--- src/rtl/yc_pkg.sv ---
package yc_pkg;
  localparam int COMP_W_DEF = 10;
  localparam int PAD_W_DEF  = 4;

  typedef enum logic {
    PH_CB = 1'b0,
    PH_CR = 1'b1
  } cph_e;
endpackage

--- src/rtl/yc_phase_track.sv ---
module yc_phase_track
  import yc_pkg::*;
(
  input  logic clk,
  input  logic rst,
  input  logic valid,
  input  logic sol,
  output cph_e cur_ph
);
  cph_e ph_q;

  assign cur_ph = sol ? PH_CB : ph_q;

  always_ff @(posedge clk) begin
    if (rst) ph_q <= PH_CB;
    else if (valid) ph_q <= (cur_ph == PH_CB) ? PH_CR : PH_CB;
  end

  AST_IDLE_HOLDS_PHASE: assert property (@(posedge clk) disable iff (rst)
    !valid |=> ph_q == $past(ph_q));
endmodule

--- src/rtl/yc_unpack.sv ---
module yc_unpack
  import yc_pkg::*;
#(
  parameter int CW = COMP_W_DEF
) (
  input  logic          clk,
  input  logic          rst,
  input  logic          in_valid,
  input  logic          in_sol,
  input  logic          in_eol,
  input  logic [CW-1:0] in_y,
  input  logic [CW-1:0] in_c,
  output logic          o_valid,
  output logic          o_sol,
  output logic          o_eol,
  output logic [CW-1:0] o_y,
  output logic [CW-1:0] o_cb,
  output logic [CW-1:0] o_cr
);
  cph_e in_ph;

  yc_phase_track u_ph (
    .clk   (clk),
    .rst   (rst),
    .valid (in_valid),
    .sol   (in_sol),
    .cur_ph(in_ph)
  );

  logic          h_v, h_sol, h_eol;
  cph_e          h_ph;
  logic [CW-1:0] h_y, h_c, h_cb;
  logic          emit, take_next;

  assign emit      = h_v && (in_valid || h_eol);
  assign take_next = (h_ph == PH_CB) && in_valid && !in_sol && !h_eol;

  always_ff @(posedge clk) begin
    if (rst) begin
      h_v     <= 1'b0;
      o_valid <= 1'b0;
      o_sol   <= 1'b0;
      o_eol   <= 1'b0;
    end else begin
      o_valid <= emit;
      o_sol   <= emit && h_sol;
      o_eol   <= emit && h_eol;
      if (in_valid) h_v <= 1'b1;
      else if (emit) h_v <= 1'b0;
    end
  end

  always_ff @(posedge clk) begin
    if (emit) begin
      o_y  <= h_y;
      o_cb <= h_cb;
      o_cr <= take_next ? in_c : h_c;
    end
    if (in_valid) begin
      h_y   <= in_y;
      h_c   <= in_c;
      h_sol <= in_sol;
      h_eol <= in_eol;
      h_ph  <= in_ph;
      h_cb  <= (in_ph == PH_CR) ? h_c : in_c;
    end
  end

  AST_SINGLE_PIXEL_LINE: assert property (@(posedge clk) disable iff (rst)
    o_valid && o_sol && o_eol |-> o_cb == o_cr);
  AST_EMIT_HAS_CAUSE: assert property (@(posedge clk) disable iff (rst)
    o_valid |-> $past(in_valid) || $past(h_v && h_eol));
  AST_NO_EMIT_FROM_EMPTY: assert property (@(posedge clk) disable iff (rst)
    !$past(h_v) |-> !o_valid);
endmodule

--- src/rtl/yc_pack.sv ---
module yc_pack
  import yc_pkg::*;
#(
  parameter int CW = COMP_W_DEF,
  parameter int PW = PAD_W_DEF
) (
  input  logic               clk,
  input  logic               rst,
  input  logic               p_valid,
  input  logic               p_sol,
  input  logic               p_eol,
  input  logic [CW-1:0]      p_y,
  input  logic [CW-1:0]      p_cb,
  input  logic [CW-1:0]      p_cr,
  output logic               pk_valid,
  output logic               pk_sol,
  output logic               pk_eol,
  output logic [2*CW+PW-1:0] pk_word
);
  localparam int WW = 2*CW + PW;

  cph_e ph;

  yc_phase_track u_ph (
    .clk   (clk),
    .rst   (rst),
    .valid (p_valid),
    .sol   (p_sol),
    .cur_ph(ph)
  );

  always_ff @(posedge clk) begin
    if (rst) begin
      pk_valid <= 1'b0;
      pk_sol   <= 1'b0;
      pk_eol   <= 1'b0;
    end else begin
      pk_valid <= p_valid;
      pk_sol   <= p_valid && p_sol;
      pk_eol   <= p_valid && p_eol;
    end
  end

  always_ff @(posedge clk) begin
    if (p_valid) pk_word <= {{PW{1'b0}}, (ph == PH_CR) ? p_cr : p_cb, p_y};
  end

  AST_PAD_ZERO: assert property (@(posedge clk) disable iff (rst)
    pk_valid |-> pk_word[WW-1:2*CW] == '0);
  AST_LUMA_KEPT: assert property (@(posedge clk) disable iff (rst)
    pk_valid |-> pk_word[CW-1:0] == $past(p_y));
  AST_VALID_DELAY: assert property (@(posedge clk) disable iff (rst)
    !$past(rst) |-> pk_valid == $past(p_valid));
  AST_SOL_IS_CB: assert property (@(posedge clk) disable iff (rst)
    pk_valid && pk_sol |-> pk_word[2*CW-1:CW] == $past(p_cb));
endmodule

--- src/rtl/yc_alt_convert.sv ---
module yc_alt_convert
  import yc_pkg::*;
#(
  parameter int CW = COMP_W_DEF,
  parameter int PW = PAD_W_DEF
) (
  input  logic               clk,
  input  logic               rst,
  input  logic               in_valid,
  input  logic               in_sol,
  input  logic               in_eol,
  input  logic [2*CW+PW-1:0] in_word,
  output logic               o_valid,
  output logic               o_sol,
  output logic               o_eol,
  output logic [CW-1:0]      o_y,
  output logic [CW-1:0]      o_cb,
  output logic [CW-1:0]      o_cr,
  input  logic               p_valid,
  input  logic               p_sol,
  input  logic               p_eol,
  input  logic [CW-1:0]      p_y,
  input  logic [CW-1:0]      p_cb,
  input  logic [CW-1:0]      p_cr,
  output logic               pk_valid,
  output logic               pk_sol,
  output logic               pk_eol,
  output logic [2*CW+PW-1:0] pk_word
);
  localparam int WW = 2*CW + PW;

  logic unused_pad_bits;
  assign unused_pad_bits = ^in_word[WW-1:2*CW];

  yc_unpack #(.CW(CW)) u_unpack (
    .clk     (clk),
    .rst     (rst),
    .in_valid(in_valid),
    .in_sol  (in_sol),
    .in_eol  (in_eol),
    .in_y    (in_word[CW-1:0]),
    .in_c    (in_word[2*CW-1:CW]),
    .o_valid (o_valid),
    .o_sol   (o_sol),
    .o_eol   (o_eol),
    .o_y     (o_y),
    .o_cb    (o_cb),
    .o_cr    (o_cr)
  );

  yc_pack #(.CW(CW), .PW(PW)) u_pack (
    .clk     (clk),
    .rst     (rst),
    .p_valid (p_valid),
    .p_sol   (p_sol),
    .p_eol   (p_eol),
    .p_y     (p_y),
    .p_cb    (p_cb),
    .p_cr    (p_cr),
    .pk_valid(pk_valid),
    .pk_sol  (pk_sol),
    .pk_eol  (pk_eol),
    .pk_word (pk_word)
  );

  AST_RESET_QUIET: assert property (@(posedge clk)
    $past(rst) |-> !o_valid && !pk_valid);
endmodule

--- config.mk ---
export PLATFORM = sky130hd
export DESIGN_NAME = yc_alt_convert
export DESIGN_NICKNAME = d
export VERILOG_FILES = /design/src/rtl/yc_pkg.sv /design/src/rtl/yc_phase_track.sv /design/src/rtl/yc_unpack.sv /design/src/rtl/yc_pack.sv /design/src/rtl/yc_alt_convert.sv
export SDC_FILE = /design/constraint.sdc
export NUM_CORES = 1
export LEC_CHECK = 0
export BUFFER_PORTS_ARGS = -buffer_cell sky130_fd_sc_hd__clkbuf_2
export CAP_MARGIN = 40
export CELL_PAD_IN_SITES_DETAIL_PLACEMENT = 2
export CELL_PAD_IN_SITES_GLOBAL_PLACEMENT = 2
export CORE_ASPECT_RATIO = 0.6
export CORE_MARGIN = 2
export CORE_UTILIZATION = 34
export CTS_CLUSTER_SIZE = 40
export DETAILED_ROUTE_END_ITERATION = 10
export GPL_ROUTABILITY_DRIVEN = 0
export PLACE_DENSITY_LB_ADDON = 0.1
export SKIP_LAST_GASP = 1
export SYNTH_ARGS = -nofsm -noshare
export SYNTH_HDL_FRONTEND = slang
export SYNTH_SLANG_ARGS = --single-unit
export TNS_END_PERCENT = 20
--- constraint.sdc ---
create_clock -name clk -period 2.83 [get_ports clk]
set_input_delay 0 -clock clk [delete_from_list [all_inputs] [get_ports clk]]
set_output_delay 0 -clock clk [all_outputs]
set_load 0.05 [all_outputs]
==> flow_summary.yaml, run 1 <==
setup_path:
  timing.rr.end: "u_pack.pk_word[15]$_DFFE_PP_"
  cp_data_arrival_time_ns: 2.08
  crit_path_buf_inv_count: 3
  critical_path.reg2reg.startpoint: "u_pack.u_ph.ph_q$_SDFFE_PP0P_"
  critPathSlowestCell: "sky130_fd_sc_hd__dlygate4sd3_1"
  critical_path.startpoint_type: "input pin"
  rrSetupSlack_ns: 0.89
  worst_path_dominant_cell_family: "buffers and inverters"
  timing.critical_path.slowest_cell_delay_ns: 0.58
  worst-r2r-cell-count: 3
  critical_path_class: "in2reg"
  critPathMaxFanout: 10
  crit_chain: "dlygate4sd3_1 > clkbuf_2 > nand2b_1 > mux2_2 > dlygate4sd3_1"
  critPathRequiredTime_ns: 2.91
  crit_path_frequent_cell: "sky130_fd_sc_hd__dlygate4sd3_1"
  critPathCaptureType: "register"
cells_and_area:
  finish.net_count: 388
  fillerInstances: 855
  share_of_post_route_cells_with_drive_strength_above_1: 0.492
  flow.area_growth_from_synthesis_pct: 48.4
  n_antenna_cell: 0
  fin_cells: 461
route:
  wirelength_um: 8340
  route.vias.total: 1987
  postRouteAntennaNets: 0
  detailedRoute.firstIterationViolations: 68
  detail_route.first_pass.iterations: 4
  detail_route.wl_per_cell_um: 18.1
  drc_errors: 0
  route.detailed.vias_per_inst: 4.31
sta:
  period_share: 0.706
  grt_setup_unrepaired: "false"
  drv_slew: 0
  finalSetupViolCount: 0
  worst_slew_margin_rel: 0.445
  worst_slew_pin_slew_ns: 0.829
  clock_skew_ns: 0.00701
  period_minus_slack_ns: 2.00
  max_freq_mhz: 501
  hold_violations: 0
  timing.setup.tns_ns: 0
synth:
  synth.ff_latch_count: 92
  synth_top_cell_area_share: 0.778
  async_reset_ff_frac: 0
  synth-warning-count: 0
  number_of_flops_mapped_to_enable_cells_by_yosys: 83
  netlist_top_cells_area: "sky130_fd_sc_hd__edfxtp_1 78%, sky130_fd_sc_hd__mux2_2 11%, sky130_fd_sc_hd__dfxtp_1 5.6%"
  syn_area_per_cell_um2: 21.5
  synthesis.instances: 149
  yosys.cell_types.count: 20
  synth.largest_area_cell: "sky130_fd_sc_hd__edfxtp_1"
  synth_top_flop_cell: "sky130_fd_sc_hd__edfxtp_1"
  post-synth-top-count-cell: "sky130_fd_sc_hd__edfxtp_1"
  mappedNetlistArea_mm2: 0.00321
  post_synth_most_frequent_cells: "83 x sky130_fd_sc_hd__edfxtp_1, 30 x sky130_fd_sc_hd__mux2_2, 9 x sky130_fd_sc_hd__dfxtp_1"
  synth.yosys.seq_area_share: 0.834
grt:
  grt_pass1_vias: 2220
  grt_start_max_net_pins: 38
  grt_overflow: 0
  grt_util_all_layers: 0.172
  grt_antenna_before_repair: 0
  wire_length_of_the_first_global_routing_pass_um: 12500
clocking:
  cts_post_setup_buffers_inserted: 0
  cts.clk_slew.worst_paths_ns: 0.06
  worst_skew_pair.late_latency_ns: 0.34
  postCtsHoldBufs: 55
  cts_num_sinks: 92
  clock_tree.htree_level_count: 3
  tritoncts.num_buffers: 9
  cts_repair_resize_count: 0
  cts_tree: "yes"
  clock_tree.buffer_depth: 2
  cts_root_buffer: "sky130_fd_sc_hd__clkbuf_16"
floorplanning:
  floorplan.io_pins: 122
  initial_utilization: 0.350
  floorplan.die.height_um: 79.2
  cell_rows: 27
  die_w_um: 129
  die_area_mm2: 0.0102
  fp.coreArea_mm2: 0.00916
placement:
  post-dp-hpwl_um: 4920
  port_buffers: 113
  number_of_placed_instances_taps_included: 390
pwr:
  net-switching-power_mw: 0.813
  combPwrFrac: 0.135
  p_leak_nw: 1.91
  switching_share: 0.251
  cellPowerDensity_mw_per_mm2: 680
  power.total_mw: 3.23
  sequentialPowerShare: 0.501
  internal_power_summed_over_all_cells_mw: 2.42
  p_clk_frac: 0.364
  vdd_drop_max_mv: 0.363
hold_path:
  timing.hold.worst_path_depth: 4
  hold_path.class: "in2reg"
  min_from: "in_valid"
  hold-path-endpoint: "u_unpack.h_v$_SDFFE_PP0P_"
run:
  cap_viol_max_count: 0
status:
  run_status: "finished clean"
## tightest hold or removal path, stage by stage
cell	delay (ns)
sky130_fd_sc_hd__clkbuf_2	0.09
sky130_fd_sc_hd__buf_4	0.28
sky130_fd_sc_hd__inv_1	0.10
sky130_fd_sc_hd__a21oi_1	0.06
## state kept, by name, summed over array words and instances (netlist names), 10 cells and up
name / cells
u_unpack.h_c: 10
u_pack.pk_word: 20
u_unpack.o_cb: 10
u_unpack.o_y: 10
u_unpack.h_cb: 10
u_unpack.o_cr: 10
u_unpack.h_y: 10
## cell families after synthesis
group                  after synthesis  share of synthesized area
AOI/OAI and AO/OA                    2                    0.00390
and+or+nand+nor                     16                     0.0379
muxes                               30                      0.105
buffers and inverters                8                     0.0180
other                                1                    0.00117
DFF                                 92                      0.834
## power groups by stage
stage / clock network (mW) / logic (mW) / registers [mW]
global route: 1.26 / 0.462 / 1.63
CTS: 1.21 / 0.436 / 1.62
detailed placement: 0 / 0.369 / 1.65
finish: 1.18 / 0.437 / 1.62
global placement: 0 / 0.362 / 1.64
floorplan: 0 / 0.0793 / 1.81
## layout make-up
class,instances,area [um2],area share
Tap cell,130,163,0.0342
Clock inverter,7,67.6,0.0142
Inverter,1,3.75,0.000789
Clock buffer,9,225,0.0473
Sequential cell,92,2670,0.562
Multi-Input combinational cell,52,494,0.104
Timing Repair Buffer,170,1130,0.238
## per-stage QoR
stage          setup slack, ns  cell area (um2)  utilization  hold WS (ns)
2_1_floorplan            0.562             3220            -        0.0691
3_3_place_gp             0.933             3910        0.427         0.177
3_5_place_dp             0.915             3910        0.427         0.179
4_1_cts                  0.860             4760        0.520         0.243
5_1_grt                  0.791             4760        0.520         0.284
6_report                 0.833             4760        0.520         0.245
## worst max path at each step
stage | from | end | slack, ns | depth (start not counted)
after floorplan | u_unpack.h_eol$_DFFE_PP_ | u_unpack.o_cb[0]$_DFFE_PP_ | 0.56 | 2
after global placement | u_unpack.h_eol$_DFFE_PP_ | u_unpack.o_cr[4]$_DFFE_PP_ | 0.93 | 2
after detailed placement | u_unpack.h_eol$_DFFE_PP_ | u_unpack.o_cr[2]$_DFFE_PP_ | 0.92 | 2
after CTS | p_sol | u_pack.pk_word[11]$_DFFE_PP_ | 0.86 | 5
after global routing | p_sol | u_pack.pk_word[15]$_DFFE_PP_ | 0.79 | 5
final | p_sol | u_pack.pk_word[15]$_DFFE_PP_ | 0.83 | 5
## cell usage in the layout (no fill, tap or decap), types with 2 or more instances in the layout
cell type                       Yosys  routed
sky130_fd_sc_hd__edfxtp_1          83      83
sky130_fd_sc_hd__and2_1             2       2
sky130_fd_sc_hd__buf_4              5       2
sky130_fd_sc_hd__clkbuf_2           0     113
sky130_fd_sc_hd__nand2b_1           2       2
sky130_fd_sc_hd__nor2_1             3       3
sky130_fd_sc_hd__conb_1             1       4
sky130_fd_sc_hd__mux2_2            30      30
sky130_fd_sc_hd__clkinvlp_4         0       2
sky130_fd_sc_hd__dfxtp_1            9       9
sky130_fd_sc_hd__clkbuf_16          0       9
sky130_fd_sc_hd__dlygate4sd3_1      0      55
sky130_fd_sc_hd__clkinv_2           0       2
sky130_fd_sc_hd__and3b_1            2       2
## routing by layer
| layer | wire length (um) | part of all wire | vias to the layer above | GRT usage |
|---|---|---|---|---|
| met5 | 0 | 0 | - | 0 |
| met4 | 149 | 0.018 | 0 | 0.0641 |
| met3 | 520 | 0.062 | 13 | 0.0559 |
| met2 | 4300 | 0.52 | 73 | 0.305 |
| met1 | 3360 | 0.40 | 978 | 0.194 |
| li1 | - | - | 923 | - |
Power figures use the tool's default switching activity.
==> run 2, diff against run 1 <==
--- a/config.mk
+++ b/config.mk
@@ -11,7 +11,7 @@
 export CELL_PAD_IN_SITES_GLOBAL_PLACEMENT = 2
 export CORE_ASPECT_RATIO = 0.6
 export CORE_MARGIN = 2
-export CORE_UTILIZATION = 34
+export CORE_UTILIZATION = 30
 export CTS_CLUSTER_SIZE = 40
 export DETAILED_ROUTE_END_ITERATION = 10
 export GPL_ROUTABILITY_DRIVEN = 0
==> constraint.sdc (replaced) <==
create_clock -name clk -period 1.6 [get_ports clk]
set_input_delay 0 -clock clk [delete_from_list [all_inputs] [get_ports clk]]
set_output_delay 0 -clock clk [all_outputs]
set_load 0.05 [all_outputs]
==> run 2 against run 1 <==
Clock skew about the same. Hold slack got worse by 0.037 ns. Combinational power increased by 80%. First-iteration DRC count increased by 19%. Via count decreased by 0.55%. Non-clock buffer count increased by 8. Sequential power increased by 77%. Sequential cell count unchanged. Setup slack got worse by 0.76 ns. Critical path depth decreased by 2. Largest power group unchanged. Highest routed layer unchanged.
==> flow_summary.yaml, run 2 (synthesis results as in run 1) <==
grt:
  grt_util_all_layers: 0.140
  wire_length_of_the_first_global_routing_pass_um: 11800
  grt_start_max_net_pins: 37
  grt_antenna_before_repair: 1
  grt_overflow: 0
  grt_pass1_vias: 2100
sta:
  hold_ws_ns: 0.208
  period_share: 0.954
  finalSetupViolCount: 0
  max_freq_mhz: 655
  period_minus_slack_ns: 1.53
  hold_violations: 0
  postLayoutSetupSlackWorst_ns: 0.0730
  worst_slew_margin_rel: 0.606
  drv_slew: 0
  worst_slew_pin_slew_ns: 0.591
  clock_skew_ns: 0.00680
  grt_setup_unrepaired: "false"
pwr:
  cellPowerDensity_mw_per_mm2: 1160
  p_leak_nw: 1.95
  power.total_mw: 5.62
  vdd_drop_max_mv: 0.594
route:
  detailedRoute.firstIterationViolations: 81
  detail_route.first_pass.iterations: 3
  wirelength_um: 7780
  route.vias.total: 1976
  detail_route.wl_per_cell_um: 16.2
  postRouteAntennaNets: 0
  drc_errors: 0
  route.detailed.vias_per_inst: 4.13
placement:
  post-dp-hpwl_um: 4820
  preCtsSetupSlack_ns: 0.0261
  port_buffers: 113
  placed_area_mm2: 0.00402
clocking:
  clock_tree.buffer_depth: 2
  cts_num_sinks: 92
  tritoncts.num_buffers: 9
  cts_post_setup_buffers_inserted: 0
  cts_root_buffer: "sky130_fd_sc_hd__clkbuf_16"
  worst_skew_pair.late_latency_ns: 0.33
  cts_tree: "yes"
  clock_tree.htree_level_count: 3
  cts.clk_slew.worst_paths_ns: 0.07
  cts_repair_resize_count: 0
setup_path:
  worst-r2r-cell-count: 3
  critPathMaxFanout: 3
  critPathRequiredTime_ns: 1.68
  critical_path.startpoint_type: "register"
  critical_path_launch_point: "u_unpack.h_eol$_DFFE_PP_"
  critical_path.reg2reg.startpoint: "u_unpack.h_eol$_DFFE_PP_"
  critical_path_class: "reg2reg"
  cp_data_arrival_time_ns: 1.61
  critPathCaptureType: "register"
floorplanning:
  fp.coreArea_mm2: 0.0105
  initial_utilization: 0.306
  floorplan.io_pins: 122
  die_w_um: 137
  cell_rows: 29
  die_area_mm2: 0.0116
  floorplan.die.height_um: 84.1
hold_path:
  hold_path.class: "in2reg"
  timing.hold.worst_path_depth: 4
  min_from: "in_valid"
status:
  run_status: "finished clean"
cells_and_area:
  largest_register: "u_pack.pk_word"
  largest_register_ffs: 20
  flow.area_growth_from_synthesis_pct: 51.2
  layout.cells.most_common: "sky130_fd_sc_hd__clkbuf_2"
  final_area_mm2: 0.00485
  finish.net_count: 396
  layout_common_cells: "113 x sky130_fd_sc_hd__clkbuf_2, 83 x sky130_fd_sc_hd__edfxtp_1, 55 x sky130_fd_sc_hd__dlygate4sd3_1"
  share_of_post_route_cells_with_drive_strength_above_1: 0.504
run:
  cap_viol_max_count: 0
run 2: changes by cell type in the layout (fill, tap and decap cells not counted), sizes merged:
cell	delta
diode	+1
buf	+8
inv	+1
bufinv	-1
run 2: what timing repair did:
| item | in CTS | in global routing |
|---|---|---|
| hold buffers | 55 | 0 |
| hold endpoints to repair | 54 | 0 |
| endpoints found under the setup margin | 0 | 10 |
run 2: per-stage QoR:
stage / instances / util / TNS (ns)
5_1_grt: 479 / 0.462 / 0
6_report: 479 / 0.462 / 0
2_1_floorplan: 152 / - / 0
3_5_place_dp: 407 / 0.383 / 0
4_1_cts: 478 / 0.462 / 0
3_3_place_gp: 406 / 0.381 / -1.25
run 2: worst paths after layout:
| check | endpoint | slack, ns |
|---|---|---|
| max | u_unpack.o_cr[1]$_DFFE_PP_ | 0.07 |
| min | u_unpack.o_valid$_SDFF_PP0_ | 0.21 |
| max reg2reg | u_unpack.o_cr[1]$_DFFE_PP_ | 0.07 |
| min reg2reg | u_unpack.o_y[0]$_DFFE_PP_ | 0.42 |
run 2: area by class of cell:
type	count	area, um2
timing repair buffer	178	1220
tap	139	174
clock inverter	7	52.6
fill	1012	5640
multi-input combinational	52	494
clock buffer	9	225
antenna	1	2.50
inverter	1	3.75
sequential	92	2670
run 2: power breakdown:
part	leakage [nW]	switching (mW)	internal, mW
combinational	0.951	0.501	0.285
clock	0.131	0.916	1.06
sequential	0.873	0.0491	2.81
run 2: worst max-delay path, cell delays in order (launching register included):
cell and delay (ns):
sky130_fd_sc_hd__edfxtp_1 0.45, sky130_fd_sc_hd__nor4b_4 0.32, sky130_fd_sc_hd__buf_4 0.18, sky130_fd_sc_hd__mux2_2 0.32
run 2: routing by layer:
layer  vias to the layer above  track usage  share of wire
met5                         -            0              0
met4                         0       0.0553          0.016
met3                         9       0.0376          0.051
met2                        63        0.222           0.48
met1                       966        0.183           0.45
li1                        938            -              -
